**config.mk**
```make
export PLATFORM = sky130hd
export DESIGN_NAME = rate_ratio_servo
export DESIGN_NICKNAME = d
export VERILOG_FILES = /design/src/rtl/rrs_pkg.sv /design/src/rtl/rrs_strobe_sync.sv /design/src/rtl/rrs_servo_core.sv /design/src/rtl/rrs_lock_detect.sv /design/src/rtl/rate_ratio_servo.sv
export SDC_FILE = /design/constraint.sdc
export NUM_CORES = 1
export LEC_CHECK = 0
export CAP_MARGIN = 10
export CORE_MARGIN = 4
export CORE_UTILIZATION = 50
export CTS_CLUSTER_DIAMETER = 30
export CTS_CLUSTER_SIZE = 14
export DETAILED_ROUTE_END_ITERATION = 10
export PLACE_DENSITY = 0.65
export SLEW_MARGIN = 20
export SYNTH_ARGS = -nofsm -noshare
export SYNTH_HDL_FRONTEND = slang
export SYNTH_SLANG_ARGS = --single-unit
```
**constraint.sdc**
```tcl
create_clock -name clk_i -period 5.91 [get_ports clk_i]
set_input_delay 0.8865 -clock clk_i [delete_from_list [all_inputs] [get_ports clk_i]]
set_output_delay 0.8865 -clock clk_i [all_outputs]
set_load 0.05 [all_outputs]
```
**src/rtl/rrs_pkg.sv**
```systemverilog
package rrs_pkg;
  localparam int FRAC_W = 16;
  localparam int N_STROBE = 2;
  localparam int IDX_IN = 0;
  localparam int IDX_OUT = 1;
endpackage

```
**src/rtl/rrs_strobe_sync.sv**
```systemverilog
module rrs_strobe_sync #(
  parameter int STAGES = 2
) (
  input  logic clk_i,
  input  logic rst_ni,
  input  logic strobe_i,
  output logic event_o
);
  logic [STAGES:0] sh_q;

  always_ff @(posedge clk_i or negedge rst_ni) begin
    if (!rst_ni) sh_q <= '0;
    else         sh_q <= {sh_q[STAGES-1:0], strobe_i};
  end

  // rising edge seen after the synchronizer stages
  assign event_o = sh_q[STAGES-1] & ~sh_q[STAGES];

  a_r1_single_event: assert property (@(posedge clk_i) disable iff (!rst_ni)
    event_o |=> !event_o);
endmodule

```
**src/rtl/rrs_servo_core.sv**
```systemverilog
module rrs_servo_core
  import rrs_pkg::*;
#(
  parameter int AW         = 6,
  parameter int DELAY      = 8,
  parameter int RATIO_INIT = 65536,
  parameter int KP_FAST    = 4,
  parameter int KI_FAST    = 8,
  parameter int KP_SLOW    = 6,
  parameter int KI_SLOW    = 12,
  localparam int PW        = AW + FRAC_W
) (
  input  logic                 clk_i,
  input  logic                 rst_ni,
  input  logic                 in_evt_i,
  input  logic                 out_evt_i,
  input  logic                 fast_i,
  output logic [PW-1:0]        pos_o,
  output logic signed [PW-1:0] err_o
);
  localparam logic [AW-1:0] DLY_A    = AW'(DELAY);
  localparam logic [AW-1:0] NEG_DLY  = -DLY_A;
  localparam logic [PW-1:0] POS_INIT = {NEG_DLY, {FRAC_W{1'b0}}};

  logic [AW-1:0]        wr_q;
  logic [PW-1:0]        pos_q, ratio_q;
  logic signed [PW-1:0] prop, integ;

  assign err_o = signed'({wr_q - DLY_A, {FRAC_W{1'b0}}} - pos_q);

  always_comb begin
    if (fast_i) begin
      prop  = err_o >>> KP_FAST;
      integ = err_o >>> KI_FAST;
    end else begin
      prop  = err_o >>> KP_SLOW;
      integ = err_o >>> KI_SLOW;
    end
  end

  always_ff @(posedge clk_i or negedge rst_ni) begin
    if (!rst_ni) begin
      wr_q    <= '0;
      pos_q   <= POS_INIT;
      ratio_q <= PW'(RATIO_INIT);
    end else begin
      if (in_evt_i) wr_q <= wr_q + 1'b1;
      if (out_evt_i) begin
        pos_q   <= pos_q + ratio_q + prop;
        ratio_q <= ratio_q + integ;
      end
    end
  end

  assign pos_o = pos_q;

  a_r2_pos_hold: assert property (@(posedge clk_i) disable iff (!rst_ni)
    !out_evt_i |=> $stable(pos_q));
  a_r5_ratio_hold: assert property (@(posedge clk_i) disable iff (!rst_ni)
    !out_evt_i |=> $stable(ratio_q));
  a_r4_wr_step: assert property (@(posedge clk_i) disable iff (!rst_ni)
    in_evt_i |=> wr_q == $past(wr_q) + 1'b1);
endmodule

```
**src/rtl/rrs_lock_detect.sv**
```systemverilog
module rrs_lock_detect #(
  parameter int PW  = 22,
  parameter int TOL = 131072,
  parameter int RUN = 64
) (
  input  logic                 clk_i,
  input  logic                 rst_ni,
  input  logic                 out_evt_i,
  input  logic signed [PW-1:0] err_i,
  output logic                 locked_o
);
  localparam int CW = $clog2(RUN + 1);
  localparam logic signed [PW-1:0] TOL_S = PW'(TOL);

  logic [CW-1:0] cnt_q;
  logic          in_bnd;

  assign in_bnd = (err_i <= TOL_S) && (err_i >= -TOL_S);

  always_ff @(posedge clk_i or negedge rst_ni) begin
    if (!rst_ni) cnt_q <= '0;
    else if (out_evt_i) begin
      if (!in_bnd)                  cnt_q <= '0;
      else if (cnt_q != CW'(RUN))   cnt_q <= cnt_q + 1'b1;
    end
  end

  assign locked_o = (cnt_q == CW'(RUN));

  a_r8_clear_on_excursion: assert property (@(posedge clk_i) disable iff (!rst_ni)
    (out_evt_i && !in_bnd) |=> !locked_o);
  a_r8_rise_on_event: assert property (@(posedge clk_i) disable iff (!rst_ni)
    $rose(locked_o) |-> $past(out_evt_i));
endmodule

```
**src/rtl/rate_ratio_servo.sv**
```systemverilog
module rate_ratio_servo
  import rrs_pkg::*;
#(
  parameter int AW         = 6,
  parameter int DELAY      = 8,
  parameter int RATIO_INIT = 65536,
  parameter int SYNC_STAGES = 2,
  parameter int LOCK_TOL   = 131072,
  parameter int LOCK_RUN   = 64
) (
  input  logic              clk_i,
  input  logic              rst_ni,
  input  logic              in_strobe_i,
  input  logic              out_strobe_i,
  input  logic              settle_fast_i,
  output logic [AW-1:0]     rd_addr_o,
  output logic [FRAC_W-1:0] coef_ofs_o,
  output logic              locked_o
);
  localparam int PW = AW + FRAC_W;

  logic [N_STROBE-1:0]  strobe_raw, evt;
  logic [PW-1:0]        pos;
  logic signed [PW-1:0] err;

  assign strobe_raw[IDX_IN]  = in_strobe_i;
  assign strobe_raw[IDX_OUT] = out_strobe_i;

  for (genvar g = 0; g < N_STROBE; g++) begin : g_sync
    rrs_strobe_sync #(.STAGES(SYNC_STAGES)) u_sync (
      .clk_i    (clk_i),
      .rst_ni   (rst_ni),
      .strobe_i (strobe_raw[g]),
      .event_o  (evt[g])
    );
  end

  rrs_servo_core #(
    .AW(AW), .DELAY(DELAY), .RATIO_INIT(RATIO_INIT)
  ) u_core (
    .clk_i     (clk_i),
    .rst_ni    (rst_ni),
    .in_evt_i  (evt[IDX_IN]),
    .out_evt_i (evt[IDX_OUT]),
    .fast_i    (settle_fast_i),
    .pos_o     (pos),
    .err_o     (err)
  );

  rrs_lock_detect #(.PW(PW), .TOL(LOCK_TOL), .RUN(LOCK_RUN)) u_lock (
    .clk_i     (clk_i),
    .rst_ni    (rst_ni),
    .out_evt_i (evt[IDX_OUT]),
    .err_i     (err),
    .locked_o  (locked_o)
  );

  assign rd_addr_o  = pos[PW-1:FRAC_W];
  assign coef_ofs_o = ~pos[FRAC_W-1:0];

  a_r2_addr_hold: assert property (@(posedge clk_i) disable iff (!rst_ni)
    !evt[IDX_OUT] |=> $stable(rd_addr_o) && $stable(coef_ofs_o));
endmodule

```
Yosys cells after proc, flatten, opt, wreduce, memory -nomap -nowiden:

Index checks and enable logic that the tools add are counted.

* logic and storage cells: 29
* bits of input ports: 5
* bits in registers: 63
* output and inout port bits: 23

* order comparisons: 2
* bitwise gates (word level): 5
* add/subtract/negate cells: 7
* reduce and logical (&&, ||, !) cells: 2
* muxes and demuxes: 4
* eq/ne operators: 3

Operator list (number)
* 22-bit adder: 3
* 22-bit by 18-bit >= comparator with 1-bit output, second input constant: 1
* 22-bit by 19-bit less-or-equal comparator with 1-bit output, second input constant: 1
* 22-bit subtractor: 1
* 17-bit 2-to-1 mux: 1
* 16-bit inverter: 1
* 7-bit 2-to-1 mux: 2
* 13-bit 2-to-1 mux: 1
* 7-bit by 1-bit adder with 7-bit output, second input constant: 1
* 7-bit == test, second input constant: 1
* 7-bit inequality test, second input constant: 1
* 6-bit by 1-bit adder with 6-bit output, second input constant: 1
* 6-bit by 4-bit subtractor with 6-bit output, second input constant: 1
* 1-bit bitwise AND: 2
* 2-bit inequality test, second input constant: 1
* 1-bit inverter: 2
* 2-bit AND reduction: 1
* 1-bit logical AND: 1

Logic depth before layout (Yosys ltp):

* depth in word-level cells: 6
* depth in mapped cells: 23

By module:

A second synthesis with hierarchy kept.

* cells, all modules: 654
* area total of the unflattened synthesis: 5930.7 µm²

By module, submodules not included
* rrs_servo_core: area an instance 5210.0 µm², cells an instance 575, instances 1, sequential area each 1256.2 µm²
* rrs_lock_detect: area an instance 483.0 µm², cells an instance 55, instances 1, sequential area each 175.2 µm²
* rrs_strobe_sync: area an instance 88.8 µm², cells an instance 4, instances 2, sequential area each 75.1 µm²
* rate_ratio_servo: area an instance 60.1 µm², cells an instance 16, instances 1, sequential area each 0.0 µm²

Least setup slack after synthesis:

No wires, ideal clock.

* path type: register to register
* start point: reg u_core.pos_q[1] (netlist: u_core.pos_o[1])
* end point: reg u_core.pos_q[19] (netlist: u_core.pos_o[19])
* cell stages (with the launch flop): 18
* arrival: 4.481 ns
* data required time: 5.819 ns
* setup time: 0.091 ns
* path slack: 1.338 ns
* clock period less this slack: 4.572 ns
* cells stage by stage: dfrtp_1 -> inv_1 -> ha_1 -> nor4b_4 -> a21oi_1 -> or3b_2 -> o21a_1 -> fa_1 -> inv_1 -> ha_1 -> o21a_1 -> a2111oi_0 -> o21ai_0 -> nand3_1 -> a21boi_0 -> o21a_1 -> o21a_1 -> o31ai_1

* cells in the longest elaborated chain, start to end: 3

RTL lines
* start, declared: line rrs_servo_core.sv:26 `logic [PW-1:0] pos_q, ratio_q;`
* start signal, assigned: line rrs_servo_core.sv:49 `pos_q <= pos_q + ratio_q + prop;`
* 22-bit subtractor: line rrs_servo_core.sv:29 `assign err_o = signed'({wr_q - DLY_A, {FRAC_W{1'b0}}} - pos_q);`
* 17-bit 2-to-1 mux: line rrs_servo_core.sv:32 `if (fast_i) begin`
* 22-bit adder *: line rrs_servo_core.sv:49

Mark *: on every way between the ends. The rest lies on a longest branch, timed or not.
A chain may end at the register's enable or synchronous reset.

Worst setup path after layout:

* start point: reg u_core.pos_q[4] (netlist: u_core.pos_o[4])
* end point: reg u_core.pos_q[19] (netlist: u_core.pos_o[19])

Same word-level chain as after synthesis.

==> results.md <==
- Worst slew pin tran: 0.803 ns
- CP delay by family, top: compound AO/OA/AOI/OAI gates
- Worst Path Required: 6.16 ns
- Ys flop type: dfrtp_1
- Post-Synth Simple-Gate Area: 0.176
- Via density per instance: 5.56
- Antenna diode count: 0
- Critical path class: register to register
- Multiplexer area fraction after synthesis: 0.0133
- # Post-CTS Setup Buffers: 0
- H-tree levels: 3
- Nature of the critical path startpoint: register
- Number of synthesized register bits: 63
- Clock slew at reported path FFs: 0.05 ns
- Num Clock Sinks: 63
- Initial antenna violation count: 0
- Slew margin rel.: 0.465
- Initial Util: 0.514
- Clk Latency, worst-skew pair: 0.34 ns
- Maximum clock rate: 190 MHz
- Layout cell share with drive strength beyond 1: 0.0574
- CTS tree: done
- CP endpoint kind: register
- Multi-input gate area: 0.00411 sq mm
- CTS root buffer: clkbuf_16
- Sequential share of the synthesized area: 0.254
- MaxCap Viol Count: 0
- Post-CTS resize count: 0
- Final Hold Violating Endpoints: 0
- Async SR Flop Fraction: 1.00
- WL per Instance: 15.8 um
- Xor and xnor area share after synthesis: 0.0811
- Synthesis warning total: 0
- Status: finished, final reports clean
- Final period utilization: 0.891
- Via count of the first global-routing pass: 4985
- Fill count: 1150
- Hold crit path type: register to register
- Total global routing overflow: 0
- Worst path max stage delay: 0.59 ns
- Pre-antenna DRT Iters: 5
- Synthesized Nets: 831
- Register Area: 0.00158 sq mm
- Largest family of logic cells by synthesized area: compound AO/OA/AOI/OAI gates
- WHS: 0.351 ns
- Io pins: 28
- Crit Path Max Fanout: 5
- Initial DRC count: 428
- Largest net degree at the start of global routing: 81
- Worst Skew: 0.00825 ns
- Post-synth EDFFs: 0
- Cell Area, Synth: 0.00623 sq mm
- Avg Cell Area, Syn: 8.30 sq um
- Post-synthesis cell count: 751
- Post-synthesis cell type count: 74
- Number of buffers added on ports: 27
- Setup slack, reg-to-reg: 0.64 ns
- DR vias: 5197
- Arr. time, crit path: 5.51 ns
- Setup TNS: 0 ns
- TritonCTS Buffers: 9
- Nets@finish: 843
- Routed WL: 14800 um
- Critical-path cell list: nor4_4 > nand2_1 > nor3_1 > o311ai_0 > fa_1 > inv_1 > ha_1 > fa_1 > a211o_1 > a2111oi_0 > o21ai_0 > nand3_1 > a21boi_0 > o21a_1 > o21a_1 > o31ai_1
- All-Layer GR Usage: 0.216
- Die ar.: 0.0143 sq mm
- Tmin final: 5.27 ns
- Core area: 0.0121 sq mm
- ANT nets after route: 0
- Final Max Slew Viols: 0
- Die Y: 120 um
- Adder-Cell Fraction of Synth Area: 0.178
- First-pass GRT wire length: 25000 um
- Number of buffers and inverters on the critical path: 1
- RSZ-0062 raised after global routing: false
- Buffers from clock root to sink, at most: 2
- Core Rows: 40
- DRC Markers: 0
- DP HPWL: 11700 um
- Compound-cell area share of the yosys netlist: 0.210
- Crit-path slowest cell: a2111oi_0
- # setup viols final: 0
- Die W: 120 um
- Hold-fix buffers at CTS: 0
- GPL Wtd Cong: 0.916
- Area growth syn-to-layout: 9.94%
worst register-to-register path, stage by stage (launching register included):
cell       delay [ns]
dfrtp_1          0.48
nor4_4           0.43
nand2_1          0.18
nor3_1           0.43
o311ai_0         0.23
fa_1             0.52
inv_1            0.04
ha_1             0.22
fa_1             0.47
a211o_1          0.32
a2111oi_0        0.59
o21ai_0          0.31
nand3_1          0.21
a21boi_0         0.14
o21a_1           0.21
o21a_1           0.16
o31ai_1          0.24
registers in the layout, summed over array words and instances (netlist names):
register,count
u_lock.cnt_q,7
u_core.pos_o,22
u_core.wr_q,6
u_core.ratio_q,22
g_sync.u_sync.sh_q,6
cells in the final DEF (no fill, tap or decap), types with 4 or more instances in the layout:
master	count
dfstp_2	4
o21a_1	13
xor2_1	23
a211oi_1	4
a31oi_1	4
dfrtp_1	59
and2_1	4
nor2_1	39
mux2i_1	6
xnor2_1	29
nor3_1	19
a21boi_0	5
inv_1	101
o21bai_1	8
a21oi_1	42
and3_1	14
a21o_1	21
o31ai_1	10
nand2b_1	6
nand4_1	4
buf_4	4
nand3_1	17
clkdlybuf4s50_1	26
nand2_1	83
ha_1	52
fa_1	23
o21ai_1	4
nor4_1	5
clkbuf_16	9
o21ai_0	59
stage by stage:
| step | instances | util | worst slack, ns | cell area [sq um] |
|---|---|---|---|---|
| 4_1_cts | 935 | 0.566 | 0.787 | 6850 |
| 3_3_place_gp | 920 | 0.544 | 0.750 | 6590 |
| 6_report | 935 | 0.566 | 0.644 | 6850 |
| 2_1_floorplan | 751 | - | 1.34 | 6230 |
| 3_5_place_dp | 920 | 0.544 | 0.657 | 6590 |
| 5_1_grt | 935 | 0.566 | 0.391 | 6850 |
synthesized netlist by cell type, types with 5 or more instances:
library cell / count / area (sq um)
nand3_1: 17 / 85.1
o21ai_0: 59 / 295
nor2_1: 39 / 146
o31ai_1: 10 / 75.1
nand2b_1: 7 / 43.8
fa_1: 23 / 460
dfrtp_1: 59 / 1480
clkbuf_1: 15 / 56.3
a21boi_0: 5 / 37.5
a21o_1: 21 / 158
o21bai_1: 8 / 60.1
ha_1: 52 / 651
inv_1: 101 / 379
buf_4: 6 / 45.0
nor3_1: 19 / 95.1
and3_1: 14 / 87.6
nor4_1: 5 / 31.3
a21oi_1: 42 / 210
mux2i_1: 6 / 60.1
xor2_1: 23 / 201
nand2_1: 83 / 312
o21a_1: 13 / 97.6
xnor2_1: 29 / 254
area by class of cell:
class	instances	share of cell area
multi-input combinational	556	0.600
sequential	63	0.231
clock inverter	4	0.00329
clock buffer	11	0.0354
tap	168	0.0307
timing repair buffer	31	0.0431
inverter	102	0.0566
worst paths after layout:
| path | cells past startpoint | start | end |
|---|---|---|---|
| setup / recovery | 16 | u_core.pos_o[4] | u_core.pos_o[19] |
| hold / removal | 0 | g_sync[0].u_sync.sh_q[0] | g_sync[0].u_sync.sh_q[1] |
| setup reg to reg | 16 | u_core.pos_o[4] | u_core.pos_o[19] |
| hold reg to reg | 0 | g_sync[0].u_sync.sh_q[0] | g_sync[0].u_sync.sh_q[1] |
| max in group asynchronous | 2 | rst_ni | u_core.ratio_q[15] |
| min in group asynchronous | 2 | rst_ni | u_core.pos_o[4] |
cell families after synthesis:
group | count (synthesis)
flops | 63
mux | 8
xor+xnor | 54
compound gates | 201
buf+inv | 132
fa+ha+maj | 75
simple gates | 218
routing by layer:
metal,global-route usage,routed length (um),up-vias
li1,-,-,2604
met4,0.0616,215,0
met5,0,0,-
met2,0.329,6400,137
met1,0.314,7400,2437
met3,0.0401,793,19
Power is not shown: default switching activity piles up to over one toggle a cycle in this logic, so the estimate is an artifact.
